==> src/rtl/irq_out_pkg.sv <==
package irq_out_pkg;
    localparam int IVL_W = 8;

    localparam int WB_RESTART = 8;
    localparam int WB_EN      = 9;
    localparam int WB_POL     = 10;
    localparam int WB_PP      = 11;
    localparam int WR_W       = 12;
    localparam int RB_HOLD    = 12;
    localparam int RB_MASTER  = 13;
    localparam int RD_W       = 14;

    typedef struct packed {
        logic [IVL_W-1:0] ivl;
        logic             en;
        logic             pol;
        logic             pp;
    } cfg_t;
endpackage

==> src/rtl/irq_tick_gen.sv <==
module irq_tick_gen #(
    parameter int CLK_HZ  = 50_000_000,
    parameter int TICK_HZ = 100_000
) (
    input  logic clk,
    input  logic rst_n,
    input  logic clr,
    input  logic run,
    output logic tick
);
    localparam int DIV = (CLK_HZ / TICK_HZ < 1) ? 1 : CLK_HZ / TICK_HZ;
    localparam int CW  = (DIV > 1) ? $clog2(DIV) : 1;
    localparam logic [CW-1:0] LAST = CW'(DIV - 1);

    typedef struct packed {
        logic [CW-1:0] cnt;
    } st_t;

    st_t s_d, s_q;

    always_comb begin
        s_d  = s_q;
        tick = 1'b0;
        if (clr) begin
            s_d.cnt = '0;
        end else if (run) begin
            if (s_q.cnt == LAST) begin
                s_d.cnt = '0;
                tick    = 1'b1;
            end else begin
                s_d.cnt = s_q.cnt + 1'b1;
            end
        end
    end

    always_ff @(posedge clk or negedge rst_n) begin
        if (!rst_n) s_q <= '0;
        else        s_q <= s_d;
    end
endmodule

==> src/rtl/irq_holdoff.sv <==
module irq_holdoff #(
    parameter int IVL_W = 8
) (
    input  logic             clk,
    input  logic             rst_n,
    input  logic             tick,
    input  logic             start,
    input  logic             restart,
    input  logic             cancel,
    input  logic [IVL_W-1:0] len,
    output logic             active,
    output logic             presc_clr
);
    typedef struct packed {
        logic             active;
        logic [IVL_W-1:0] remain;
    } st_t;

    st_t s_d, s_q;

    always_comb begin
        s_d = s_q;
        if (s_q.active && tick) begin
            if (s_q.remain <= IVL_W'(1)) begin
                s_d.active = 1'b0;
                s_d.remain = '0;
            end else begin
                s_d.remain = s_q.remain - 1'b1;
            end
        end
        if (start || restart) begin
            s_d.active = 1'b1;
            s_d.remain = len;
        end
        if (cancel) begin
            s_d.active = 1'b0;
            s_d.remain = '0;
        end
        presc_clr = start | restart | cancel | ~s_q.active;
    end

    assign active = s_q.active;

    always_ff @(posedge clk or negedge rst_n) begin
        if (!rst_n) s_q <= '0;
        else        s_q <= s_d;
    end
endmodule

==> src/rtl/irq_pin_drv.sv <==
module irq_pin_drv (
    input  logic clk,
    input  logic rst_n,
    input  logic en,
    input  logic master,
    input  logic hold,
    input  logic pme,
    input  logic pol,
    input  logic pp,
    output logic irq_out,
    output logic irq_oe,
    output logic del_fall
);
    typedef struct packed {
        logic del;
        logic pme_on;
    } st_t;

    st_t  s_d, s_q;
    logic on;

    always_comb begin
        s_d.del    = en & master & ~hold;
        s_d.pme_on = en & pme;
        del_fall   = s_q.del & ~s_d.del;
        on         = s_q.del | s_q.pme_on;
        if (pp) begin
            irq_oe  = 1'b1;
            irq_out = pol ? on : ~on;
        end else begin
            irq_oe  = on;
            irq_out = 1'b0;
        end
    end

    always_ff @(posedge clk or negedge rst_n) begin
        if (!rst_n) s_q <= '0;
        else        s_q <= s_d;
    end
endmodule

==> src/rtl/irq_out_ctrl.sv <==
module irq_out_ctrl
    import irq_out_pkg::*;
#(
    parameter int N_SRC  = 8,
    parameter int CLK_HZ = 50_000_000
) (
    input  logic             clk,
    input  logic             rst_n,
    input  logic             cfg_we,
    input  logic [WR_W-1:0]  cfg_wdata,
    output logic [RD_W-1:0]  cfg_rdata,
    input  logic [N_SRC-1:0] src_pending,
    input  logic             pme_irq,
    output logic             irq_out,
    output logic             irq_oe
);
    cfg_t cfg_d, cfg_q;
    logic master, hold, presc_clr, tick, del_fall;
    logic start, restart, cancel;

    always_comb begin
        cfg_d   = cfg_q;
        restart = 1'b0;
        cancel  = 1'b0;
        if (cfg_we) begin
            cfg_d.ivl = cfg_wdata[IVL_W-1:0];
            cfg_d.en  = cfg_wdata[WB_EN];
            cfg_d.pol = cfg_wdata[WB_POL];
            cfg_d.pp  = cfg_wdata[WB_PP];
            cancel    = (cfg_wdata[IVL_W-1:0] == '0);
            restart   = cfg_wdata[WB_RESTART] & ~cancel;
        end
        master = |src_pending;
        start  = del_fall & (cfg_d.ivl != '0);
    end

    always_ff @(posedge clk or negedge rst_n) begin
        if (!rst_n) cfg_q <= '0;
        else        cfg_q <= cfg_d;
    end

    irq_tick_gen #(.CLK_HZ(CLK_HZ), .TICK_HZ(100_000)) i_tick (
        .clk(clk), .rst_n(rst_n), .clr(presc_clr), .run(hold), .tick(tick)
    );

    irq_holdoff #(.IVL_W(IVL_W)) i_hold (
        .clk(clk), .rst_n(rst_n), .tick(tick), .start(start),
        .restart(restart), .cancel(cancel), .len(cfg_d.ivl),
        .active(hold), .presc_clr(presc_clr)
    );

    irq_pin_drv i_pin (
        .clk(clk), .rst_n(rst_n), .en(cfg_d.en), .master(master),
        .hold(hold), .pme(pme_irq), .pol(cfg_q.pol), .pp(cfg_q.pp),
        .irq_out(irq_out), .irq_oe(irq_oe), .del_fall(del_fall)
    );

    assign cfg_rdata = {master, hold, cfg_q.pp, cfg_q.pol, cfg_q.en,
                        1'b0, cfg_q.ivl};
endmodule

==> config.mk <==
export PLATFORM = sky130hd
export DESIGN_NAME = irq_out_ctrl
export DESIGN_NICKNAME = d
export VERILOG_FILES = /design/src/rtl/irq_out_pkg.sv /design/src/rtl/irq_tick_gen.sv /design/src/rtl/irq_holdoff.sv /design/src/rtl/irq_pin_drv.sv /design/src/rtl/irq_out_ctrl.sv
export SDC_FILE = /design/constraint.sdc
export NUM_CORES = 1
export LEC_CHECK = 0
export CORE_MARGIN = 10
export CORE_UTILIZATION = 47
export CTS_BUF_LIST = sky130_fd_sc_hd__clkbuf_4
export DETAILED_ROUTE_END_ITERATION = 10
export GPL_ROUTABILITY_DRIVEN = 0
export PLACE_DENSITY = 0.77
export SETUP_SLACK_MARGIN = 0.3
export SYNTH_ARGS = -nofsm -noshare
export SYNTH_HDL_FRONTEND = slang
export SYNTH_SLANG_ARGS = --single-unit
==> constraint.sdc <==
create_clock -name clk -period 1.9 [get_ports clk]
set_input_delay 0.38 -clock clk [delete_from_list [all_inputs] [get_ports clk]]
set_output_delay 0.38 -clock clk [all_outputs]
set_load 0.02 [all_outputs]
==> results.txt <==
The run finished, with violations left. The checks that failed: negative setup slack. Each instance of the synthesized netlist takes up on average 9.98 um^2.

The library cell used most frequently in the layout, excluding fill and tap cells, is buf_4. 0 antenna diodes ended up in the layout. After filler insertion, the fill cell instance count of the layout stands at 268.

The final routed wirelength across all metal layers is 5490 um, and the initial antenna violation count is 0. In the routed design, unresolved DRC markers number 0. The share of the synthesized area in the top cell type was 44.4%.

The worst path uses 100% of the clock period. The path category of the worst min-delay check was in2async. Number of distinct library cells after synthesis: 42. TritonCTS created 5 clock buffers. Across the run, the number of max-cap violations was 0. The fraction of final layout cells sized beyond drive strength 1 was 39.5%. The setup slack after layout was -3.42 ps; the ratio of total power to cell area was 652 nW/um^2. The logs give 0 for the count of final max-slew check failures and 3670 um for the half-perimeter wire length after placement.

After floorplanning, the core was sized to cover 3630 um^2. Setup repair after global routing could not meet its margin everywhere. The most used flip-flop cell after synthesis is dfrtp_1.

For the worst vdd rail ir drop, the log shows 0.309 mV. By area the synthesized netlist is led by dfrtp_1 (44%), mux2_2 (6.4%), a211oi_1 (4.3%). The post-synthesis sequential area ratio is 44.4%. The I/O pin count is 40. Final hold analysis gives a worst-case slack of 435 ps.

The logs give 1,707 for the via count and 0 for the hold-fix buffer count after cts. After clock tree synthesis, the clock-pin slew on the worst setup and hold paths is 100 ps. The final routed wire length divided by cell count works out to 18.9 um. Leaving out fill and tap cells, the most frequent cells in the layout are buf_4 (30), dfrtp_1 (28), dlygate4sd2_1 (16). The horizontal die dimension is 81.0 um. The tree built by TritonCTS fans out to 31 sinks. At the pin with the least slew margin, the transition time is 539 ps. In this run the worst setup path begins at i_hold.s_q[3].

The clock root buffer was clkbuf_4. Data on the critical path is required at its endpoint by 2110 ps. The count of synthesis-stage warnings from yosys was 0.

Synthesis produced a netlist with a net count of 202. The worst reg2reg path endpoint was i_hold.s_q[4]. Along the worst path, the maximum fanout reaches 5.

In the final design database the tool counted 270 nets. The number of vias per cell after detailed routing was 5.87. The worst register-to-register path begins at i_hold.s_q[3].

TritonCTS built the clock tree. The reg-to-reg setup timing slack is -3 ps, and the synthesis-to-layout area growth is 50.9%. The achievable clock frequency is 525 MHz, and the total grt overflow is 0. The die boundary height was 81.0 um; the combined area of all synthesized cells was 1750 um^2.

The worst setup timing slack at the placement stage came out at -566 ps. The first global-routing pass estimated 8620 um of wire. Summed over all instances, the cell type with the most area after synthesis is dfrtp_1. STA classifies the critical path startpoint as a register.

Clock latency on the worst-skew pair, taken at its later pin, is 340 ps. The count of cells along the worst register-to-register path was 6; the effective utilization at floorplan was 48.1%. Once placement finished, the instance area stood at 2280 um^2. The logs give 1 for the setup-violating endpoint count in the final report and 175 for the post-synthesis instance total.

STA classifies the critical path endpoint as a register. The standard-cell row count was 22; the overall track demand over capacity in global routing was 16.9%. The share of async-settable or async-resettable flops after synthesis was 100%; the number of flops mapped to enable cells by yosys was 0. Counting along the longest clock path gives a buffer depth of 2. The number of synthesized register bits was 31; the area of the die was 6550 um^2.

The leakage power summed over all cells was 1.08 nW. H-tree level count: 2. The pin count of the biggest net entering global routing is 32, and the clock period minus final worst setup slack is 1900 ps. Measured against its own limit, the worst slew margin works out to 64.1%.

On the final layout, the worst clock skew is 5.76 ps. The detail route stage leaves a number of antenna-violating nets equal to 0. STA puts the critical path data arrival time at 2120 ps.

The number of hold violations in the final report was 0; the number of global-route vias before repair was 1,703. The critical path class was reg2reg. For the iteration count of the initial detailed-routing pass, the log shows 4. Port buffering added 38 buffers.

The number of violations reported at the end of detailed-routing iteration 0 was 108; the summed area of non-filler cells in the final layout was 2640 um^2.
[cells by family (layout without fill, tap and decap cells)]
logic type,count (synthesis),count (layout),synth area share [%]
AO/OA/AOI/OAI,42,43,16.5
XOR/XNOR,7,7,3.51
adder cells (fa/ha/maj),3,3,2.15
buffers and inverters,19,86,6.23
flip-flops,31,31,44.4
multiplexers,11,11,7.02
other,1,1,0.215
AND/OR/NAND/NOR,61,61,19.9
[cell type report]
type	instances	area, um^2	area share, %
Clock inverter	2	8.76	0.332
Inverter	9	33.8	1.28
Timing Repair Buffer	70	622	23.6
Tap cell	48	60.1	2.28
Clock buffer	5	37.5	1.42
Sequential cell	31	779	29.6
Multi-Input combinational cell	126	1090	41.5
[how the worst max path moves through the flow]
stage	end	slack, ps	cells past startpoint
global route	i_hold.s_q[4]	-90	6
finish	i_hold.s_q[4]	-3	6
global placement	i_tick.s_q[1]	-450	6
detailed placement	i_tick.s_q[1]	-570	6
floorplan	i_hold.s_q[2]	140	6
CTS	irq_out	80	3
[state kept, by name, indices dropped and copies added (netlist names)]
| name | cells |
|---|---|
| cfg_rdata | 11 |
| i_hold.active | 1 |
| i_hold.s_q | 8 |
| i_pin.s_q | 2 |
| i_tick.s_q | 9 |
[Yosys cell counts, drive strengths merged, types with 3 or more instances]
cell type,number
nor2,19
inv,9
o211ai,4
ha,3
buf,10
nor4,7
nand3,8
a21oi,10
dfrtp,31
xnor2,6
o21ai,5
mux2,10
nor3,4
a31oi,4
a211oi,10
or3,3
nand2,9
[timing repair]
action,4_1_cts,5_1_grt
gates resized for setup,70,21
endpoints found under the setup margin,33,23
pin swaps,24,18
setup buffers,8,3
gates cloned,1,0
[worst max-delay path, stage by stage (launching register included)]
cell and delay [ps]:
dfrtp_1 400, or4_4 580, nor4_4 150, buf_4 190, a211oi_1 60, o21ai_0 270, a31oi_2 130
[power breakdown]
group          switching [mW]  internal (mW)
combinational           0.271          0.272
sequential             0.0813          0.741
clock                   0.224          0.131
total                   0.576           1.14
[layer usage]
metal / vias to the layer above / global-route usage [%] / part of all wire (%)
met5: - / 0 / 0
met4: 0 / 5.71 / 2.4
met3: 16 / 4.53 / 5.4
met2: 64 / 30.7 / 54
met1: 846 / 18.7 / 38
li1: 781 / - / -
[stage by stage]
step                      cells  util (%)  TNS, ps  total power [mW]
after floorplan             175         -        0              1.06
after global placement      272      62.7    -6960              1.26
after detailed placement    272      62.7    -9080              1.28
after CTS                   288      69.9        0              1.67
after global routing        291      72.5     -163              1.82
final                       291      72.5    -3.42              1.72
No activity file was read; power rests on OpenSTA's default activity.
